`src/rtl/nps_pkg.sv`:
```
package nps_pkg;

  // Result codes reported on result_o
  typedef enum logic [2:0] {
    RES_BUSY  = 3'd0,
    RES_READY = 3'd1,
    RES_SUSP  = 3'd2,
    RES_TMO   = 3'd3,
    RES_ABORT = 3'd4
  } res_e;

  // Sequencer states
  typedef enum logic [2:0] {
    ST_IDLE  = 3'd0,
    ST_REQ   = 3'd1,
    ST_WAIT  = 3'd2,
    ST_EVAL1 = 3'd3,
    ST_EVAL2 = 3'd4,
    ST_DONE  = 3'd5
  } seq_e;

  // Reads in the toggle phase and in the whole evaluation
  localparam int unsigned FIRST_READS = 3;
  localparam int unsigned TOTAL_READS = 5;

endpackage

```
`src/rtl/nps_sample_bank.sv`:
```
module nps_sample_bank #(
  parameter int unsigned DATA_W = 16,
  parameter int unsigned DEPTH  = 5,
  localparam int unsigned IDX_W = $clog2(DEPTH + 1)
) (
  input  logic                    clk,
  input  logic                    rst_n,
  input  logic                    wr_en,
  input  logic [IDX_W-1:0]        wr_idx,
  input  logic [DATA_W-1:0]       wr_data,
  output logic [DEPTH*DATA_W-1:0] words
);

  // One holding register per read slot, each with its own enable
  for (genvar g = 0; g < DEPTH; g++) begin : g_slot
    logic [DATA_W-1:0] slot_q;
    logic              slot_en;

    assign slot_en = wr_en && (wr_idx == IDX_W'(g));

    always_ff @(posedge clk or negedge rst_n) begin
      if (!rst_n) begin
        slot_q <= '0;
      end else if (slot_en) begin
        slot_q <= wr_data;
      end
    end

    assign words[g*DATA_W +: DATA_W] = slot_q;
  end

endmodule

```
`src/rtl/nps_toggle_eval.sv`:
```
module nps_toggle_eval
  import nps_pkg::*;
#(
  parameter int unsigned DATA_W   = 16,
  parameter int unsigned DEPTH    = 5,
  parameter int unsigned TGL_BIT  = 6,
  parameter int unsigned TMO_BIT  = 5,
  parameter int unsigned SUSP_BIT = 2,
  parameter int unsigned ABT_BIT  = 1
) (
  input  logic [DEPTH*DATA_W-1:0] words,
  input  logic                    wbuf,
  output logic                    toggling,
  output res_e                    fast_code,
  output res_e                    slow_code
);

  logic [DATA_W-1:0] rd [DEPTH];

  for (genvar g = 0; g < DEPTH; g++) begin : g_unpack
    assign rd[g] = words[g*DATA_W +: DATA_W];
  end

  logic diff_a;
  logic diff_b;
  logic susp_diff;
  logic abort_hit;
  logic tmo_hit;

  always_comb begin
    diff_a    = rd[0][TGL_BIT] ^ rd[1][TGL_BIT];
    diff_b    = rd[1][TGL_BIT] ^ rd[2][TGL_BIT];
    toggling  = diff_a & diff_b;
    abort_hit = wbuf & rd[0][ABT_BIT];
    tmo_hit   = rd[0][TMO_BIT];
    susp_diff = rd[3][SUSP_BIT] ^ rd[4][SUSP_BIT];
  end

  // Fixed order: abort wins over timeout, timeout over busy
  always_comb begin
    if (abort_hit) begin
      fast_code = RES_ABORT;
    end else if (tmo_hit) begin
      fast_code = RES_TMO;
    end else begin
      fast_code = RES_BUSY;
    end
  end

  always_comb begin
    slow_code = susp_diff ? RES_SUSP : RES_READY;
  end

endmodule

```
`src/rtl/nps_read_seq.sv`:
```
module nps_read_seq
  import nps_pkg::*;
#(
  parameter int unsigned N_FIRST = FIRST_READS,
  parameter int unsigned N_TOTAL = TOTAL_READS,
  localparam int unsigned IDX_W  = $clog2(N_TOTAL + 1)
) (
  input  logic             clk,
  input  logic             rst_n,
  input  logic             start,
  input  logic             rsp_valid,
  input  logic             toggling,
  input  res_e             fast_code,
  input  res_e             slow_code,
  output logic             launch,
  output logic             rd_req,
  output logic             cap_en,
  output logic [IDX_W-1:0] cap_idx,
  output logic             done,
  output res_e             result
);

  seq_e             state_q, state_d;
  logic [IDX_W-1:0] idx_q, idx_d, idx_inc;
  logic             idx_en;
  res_e             res_q, res_d;
  logic             res_en;

  assign idx_inc = idx_q + IDX_W'(1);

  // Next-state logic
  always_comb begin
    state_d = state_q;
    idx_d   = idx_q;
    idx_en  = 1'b0;
    res_d   = res_q;
    res_en  = 1'b0;
    launch  = 1'b0;
    cap_en  = 1'b0;
    unique case (state_q)
      ST_IDLE: begin
        if (start) begin
          launch  = 1'b1;
          idx_d   = '0;
          idx_en  = 1'b1;
          state_d = ST_REQ;
        end
      end
      ST_REQ: begin
        state_d = ST_WAIT;
      end
      ST_WAIT: begin
        if (rsp_valid) begin
          cap_en = 1'b1;
          idx_d  = idx_inc;
          idx_en = 1'b1;
          if (idx_inc == IDX_W'(N_FIRST)) begin
            state_d = ST_EVAL1;
          end else if (idx_inc == IDX_W'(N_TOTAL)) begin
            state_d = ST_EVAL2;
          end else begin
            state_d = ST_REQ;
          end
        end
      end
      ST_EVAL1: begin
        if (toggling) begin
          res_d   = fast_code;
          res_en  = 1'b1;
          state_d = ST_DONE;
        end else begin
          state_d = ST_REQ;
        end
      end
      ST_EVAL2: begin
        res_d   = slow_code;
        res_en  = 1'b1;
        state_d = ST_DONE;
      end
      ST_DONE: begin
        state_d = ST_IDLE;
      end
      default: begin
        state_d = ST_IDLE;
      end
    endcase
  end

  // Registers
  always_ff @(posedge clk or negedge rst_n) begin
    if (!rst_n) begin
      state_q <= ST_IDLE;
    end else begin
      state_q <= state_d;
    end
  end

  always_ff @(posedge clk or negedge rst_n) begin
    if (!rst_n) begin
      idx_q <= '0;
    end else if (idx_en) begin
      idx_q <= idx_d;
    end
  end

  always_ff @(posedge clk or negedge rst_n) begin
    if (!rst_n) begin
      res_q <= RES_BUSY;
    end else if (res_en) begin
      res_q <= res_d;
    end
  end

  assign rd_req  = (state_q == ST_REQ);
  assign done    = (state_q == ST_DONE);
  assign cap_idx = idx_q;
  assign result  = res_q;

endmodule

```
`src/rtl/nor_poll_decoder.sv`:
```
module nor_poll_decoder
  import nps_pkg::*;
#(
  parameter int unsigned ADDR_W = 24,
  parameter int unsigned DATA_W = 16
) (
  input  logic              clk,
  input  logic              rst_n,
  input  logic              start_i,
  input  logic [ADDR_W-1:0] addr_i,
  input  logic              wbuf_i,
  output logic              rd_req_o,
  output logic [ADDR_W-1:0] rd_addr_o,
  input  logic              rsp_valid_i,
  input  logic [DATA_W-1:0] rsp_data_i,
  output logic              done_o,
  output logic [2:0]        result_o
);

  localparam int unsigned DEPTH = TOTAL_READS;
  localparam int unsigned IDX_W = $clog2(DEPTH + 1);

  logic                    launch;
  logic                    cap_en;
  logic [IDX_W-1:0]        cap_idx;
  logic [DEPTH*DATA_W-1:0] words;
  logic                    toggling;
  res_e                    fast_code;
  res_e                    slow_code;
  res_e                    result;
  logic [ADDR_W-1:0]       addr_q;
  logic                    wbuf_q;

  // Poll address and write-buffer flag are held for the whole evaluation
  always_ff @(posedge clk or negedge rst_n) begin
    if (!rst_n) begin
      addr_q <= '0;
      wbuf_q <= 1'b0;
    end else if (launch) begin
      addr_q <= addr_i;
      wbuf_q <= wbuf_i;
    end
  end

  nps_read_seq #(
    .N_FIRST (FIRST_READS),
    .N_TOTAL (TOTAL_READS)
  ) u_seq (
    .clk       (clk),
    .rst_n     (rst_n),
    .start     (start_i),
    .rsp_valid (rsp_valid_i),
    .toggling  (toggling),
    .fast_code (fast_code),
    .slow_code (slow_code),
    .launch    (launch),
    .rd_req    (rd_req_o),
    .cap_en    (cap_en),
    .cap_idx   (cap_idx),
    .done      (done_o),
    .result    (result)
  );

  nps_sample_bank #(
    .DATA_W (DATA_W),
    .DEPTH  (DEPTH)
  ) u_bank (
    .clk     (clk),
    .rst_n   (rst_n),
    .wr_en   (cap_en),
    .wr_idx  (cap_idx),
    .wr_data (rsp_data_i),
    .words   (words)
  );

  nps_toggle_eval #(
    .DATA_W (DATA_W),
    .DEPTH  (DEPTH)
  ) u_eval (
    .words     (words),
    .wbuf      (wbuf_q),
    .toggling  (toggling),
    .fast_code (fast_code),
    .slow_code (slow_code)
  );

  assign rd_addr_o = addr_q;
  assign result_o  = result;

endmodule

```
`config.mk`:
```
export PLATFORM = sky130hd
export DESIGN_NAME = nor_poll_decoder
export DESIGN_NICKNAME = d
export VERILOG_FILES = /design/src/rtl/nps_pkg.sv /design/src/rtl/nps_sample_bank.sv /design/src/rtl/nps_toggle_eval.sv /design/src/rtl/nps_read_seq.sv /design/src/rtl/nor_poll_decoder.sv
export SDC_FILE = /design/constraint.sdc
export NUM_CORES = 1
export LEC_CHECK = 0
export ABC_CLOCK_PERIOD_IN_PS = 2140
export BUFFER_PORTS_ARGS = -buffer_cell sky130_fd_sc_hd__buf_4
export CAP_MARGIN = 10
export CORE_AREA = 2 2 66 68
export DETAILED_ROUTE_END_ITERATION = 10
export DIE_AREA = 0 0 68 70
export PLACE_DENSITY = 0.76
export RECOVER_POWER = 25
export SYNTH_ARGS = -nofsm -noshare
export SYNTH_HDL_FRONTEND = slang
export SYNTH_SLANG_ARGS = --single-unit
export TNS_END_PERCENT = 30
```
`constraint.sdc`:
```
create_clock -name clk -period 2.14 [get_ports clk]
set_input_delay 0.642 -clock clk [delete_from_list [all_inputs] [get_ports clk]]
set_output_delay 0.642 -clock clk [all_outputs]
set_load 0.005 [all_outputs]
```
==> flow_summary_export.csv <==
group,metric,value,unit
status,status,"finished, final reports clean",
setup_path,cpMaxStageDelayCell,"dfrtp_1",
logic_synthesis,synth_fa_ha_area_share,4.78,%
timing,fin_crit_sh,90.6,%
flow_run,drv_cap,0,
final_layout,antenna-diode-count,0,
drt,drc,0,
timing,max-slew-margin-rel,34.6,%
setup_path,path_delay_family,"flip-flops",
die,ios,74,
grt,grtUsageTotal,17.8,%
clock_network,cts-htree-levels,2,
setup_path,critical_path_class,"register to output port",
power_and_ir_drop,powerDensity,1370,mW/mm^2
grt,grt_max_degree,42,
die,dieArea,0.00476,sq mm
timing,rsz0062_at_grt,"no",
timing,drv_slew,0,
setup_path,critPathRequiredTime,1.50,ns
clock_network,holdBufCountCts,0,
final_layout,nets,252,
drt,antenna_left,0,
grt,grt_overflow,0,
setup_path,cp-start-kind,"register",
drt,drt_iter0_markers,76,
final_layout,synthToLayoutAreaGrowth,34.0,%
setup_path,arrival,1.30,ns
final_layout,layoutNonFillerInstCount,253,
die,die_w,68,um
die,rows,24,
logic_synthesis,synth_compound_area_share,5.81,%
logic_synthesis,syn_inst,136,
setup_path,critPathMaxFanout,13,
power_and_ir_drop,ir_worst_vdd,683,uV
setup_path,crit_path_max_incr_delay,0.53,ns
clock_network,tritoncts,"done",
grt,grt_first_pass_wirelength,6250,um
logic_synthesis,synth.distinct_cells,33,
drt,vias_per_cell,5.12,
logic_synthesis,synth_top_family_by_area,"multiplexers",
logic_synthesis,yosysSeqAreaShare,56.0,%
min_path,hp-class,"input pin to async pin",
drt,wl_per_cell,14.8,um
logic_synthesis,netlist_area,0.00183,sq mm
clock_network,cts_setup_buffers,0,
placement,hpwl,2870,um
drt,drt_wl_total,3750,um
grt,grt_pass1_vias,1384,
logic_synthesis,syn_area_per_cell,13.5,sq um
clock_network,clk_pin_slew,0.08,ns
logic_synthesis,synth_seq_cells,41,
setup_path,endpoint_kind,"output port",
clock_network,cts_buffers,5,
logic_synthesis,synth_nets,188,
logic_synthesis,synth_mux_area_share,19.7,%
logic_synthesis,synth-xor-area-share,0.478,%
clock_network,cts_sinks,41,
logic_synthesis,yosysWarnings,0,
timing,tns,0,ns
setup_path,path_buf_inv,1,
timing,min_period,1.94,ns
die,fp.coreArea,0.00414,sq mm
clock_network,clock_latency,0.29,ns
timing,tightest_slew,0.980,ns
placement,io_buffer_count,61,
clock_network,clock-root-buffer,"clkbuf_8",
timing,finalWorstSetupSlack,0.201,ns
drt,drt_first_pass_iters,4,
timing,report.final.setup_viol,0,
power_and_ir_drop,power,3.36,mW
placement,dp.cells,245,
timing,skew,0.00662,ns
final_layout,drive_above_1_share,50.2,%
die,initial_core_util,44.2,%
final_layout,final_common_cell,"buf_4",
setup_path,crit_chain,"nand2b_1 -> nor2_1 -> buf_4",
clock_network,cts_buffer_depth,2,
final_layout,layout_common_cells,"60 x buf_4, 41 x dfrtp_1, 29 x mux2_2, 10 x nand2_1, 7 x ha_1",
drt,vias,1296,
placement,gp_congestion,0.789,
logic_synthesis,synth-simple-area-share,10.4,%
clock_network,cts-resized-gates,0,
power_and_ir_drop,cellLeakagePower,1.15,nW
grt,grt_antenna_before_repair,0,
timing,fmax,516,MHz
timing,hold_viol_final,0,
die,die_h,70,um
placement,place_ws,0.420,ns
worst register-to-register path, delay by kind of cell, from the launching register on:
family	cells	cell delay [ns]
buf+inv	1	0.23
flops	1	0.53
mux	1	0.37
simple gates	1	0.39
kinds of logic (layout without fill, tap and decap cells):
| group | Yosys count | count (layout) |
|---|---|---|
| buffers and inverters | 9 | 74 |
| flip-flops | 41 | 41 |
| AND/OR/NAND/NOR | 31 | 31 |
| XOR/XNOR | 1 | 1 |
| multiplexers | 32 | 32 |
| AO/OA/AOI/OAI | 15 | 15 |
| adder cells (fa/ha/maj) | 7 | 7 |
layout make-up:
| class | instances | area (sq um) |
|---|---|---|
| fill | 364 | 1690 |
| tap | 52 | 65.1 |
| sequential | 41 | 1030 |
| multi-input combinational | 86 | 753 |
| inverter | 4 | 15.0 |
| clock buffer | 6 | 82.6 |
| clock inverter | 2 | 37.5 |
| timing repair buffer | 62 | 475 |
cell usage after synthesis (all sizes together):
cell type,number,area share [%]
a211o,1,0.48
a21boi,1,0.41
a21o,1,0.41
a21oi,2,0.55
a221o,1,0.55
a22o,1,0.48
a32o,1,0.55
and3,1,0.34
and4bb,1,0.68
buf,5,2.0
dfrtp,41,56
ha,7,4.8
inv,4,0.82
mux2,32,20
nand2,10,2.0
nand2b,1,0.34
nand3,2,0.55
nand3b,2,0.82
nand4,1,0.34
nand4b,1,0.48
nand4bb,2,1.2
nor2,6,1.2
nor2b,1,0.34
nor3,1,0.27
nor3b,1,0.41
nor4b,1,1.3
o21ai,4,1.1
o21bai,1,0.41
o31ai,1,0.41
o32ai,1,0.48
xnor2,1,0.48
metrics by stage:
stage | util (%) | instance area (sq um) | hold slack [ns]
after global routing | 59.2 | 2450 | 0.526
after CTS | 59.3 | 2460 | 0.324
final | 59.2 | 2450 | 0.493
after floorplan | - | 1830 | 0.346
after global placement | 56.4 | 2340 | 0.473
after detailed placement | 56.4 | 2340 | 0.487
path summary, 6_finish.rpt:
check / start / endpoint / slack, ns / cells past startpoint
min reg2reg: rd_addr_o[3]$_DFFE_PN0P_ / rd_addr_o[3]$_DFFE_PN0P_ / 0.51 / 1
max in group asynchronous: rst_n / rd_addr_o[20]$_DFFE_PN0P_ / 1.04 / 1
max: u_seq.state_q[1]$_DFFE_PN0P_ / done_o / 0.20 / 3
min: rst_n / rd_addr_o[10]$_DFFE_PN0P_ / 0.49 / 1
max reg2reg: u_seq.state_q[1]$_DFFE_PN0P_ / rd_addr_o[9]$_DFFE_PN0P_ / 0.51 / 3
min in group clk: rd_addr_o[3]$_DFFE_PN0P_ / rd_addr_o[3]$_DFFE_PN0P_ / 0.51 / 1
flip-flops by register name, summed over array words and instances (netlist names):
signal and cells:
rd_addr_o 24, u_seq.result 3, u_bank.g_slot.slot_q 7, u_seq.cap_idx 3, u_seq.state_q 3, wbuf_q 1
where the power goes:
| part | total, mW | switching, mW | leakage, nW | internal (mW) |
|---|---|---|---|---|
| Combinational | 1.30 | 0.474 | 0.597 | 0.823 |
| Sequential | 1.43 | 0.287 | 0.498 | 1.14 |
| Clock | 0.637 | 0.258 | 0.0574 | 0.379 |
| Total | 3.36 | 1.02 | 1.15 | 2.34 |
metal layers:
metal,wire [um],vias to the layer above,track usage [%]
li1,-,607,-
met1,1390,646,19.7
met2,2110,36,30.7
met3,189,7,5.96
met4,57,0,6.44
met5,0,-,0
Power figures use the tool's default switching activity.
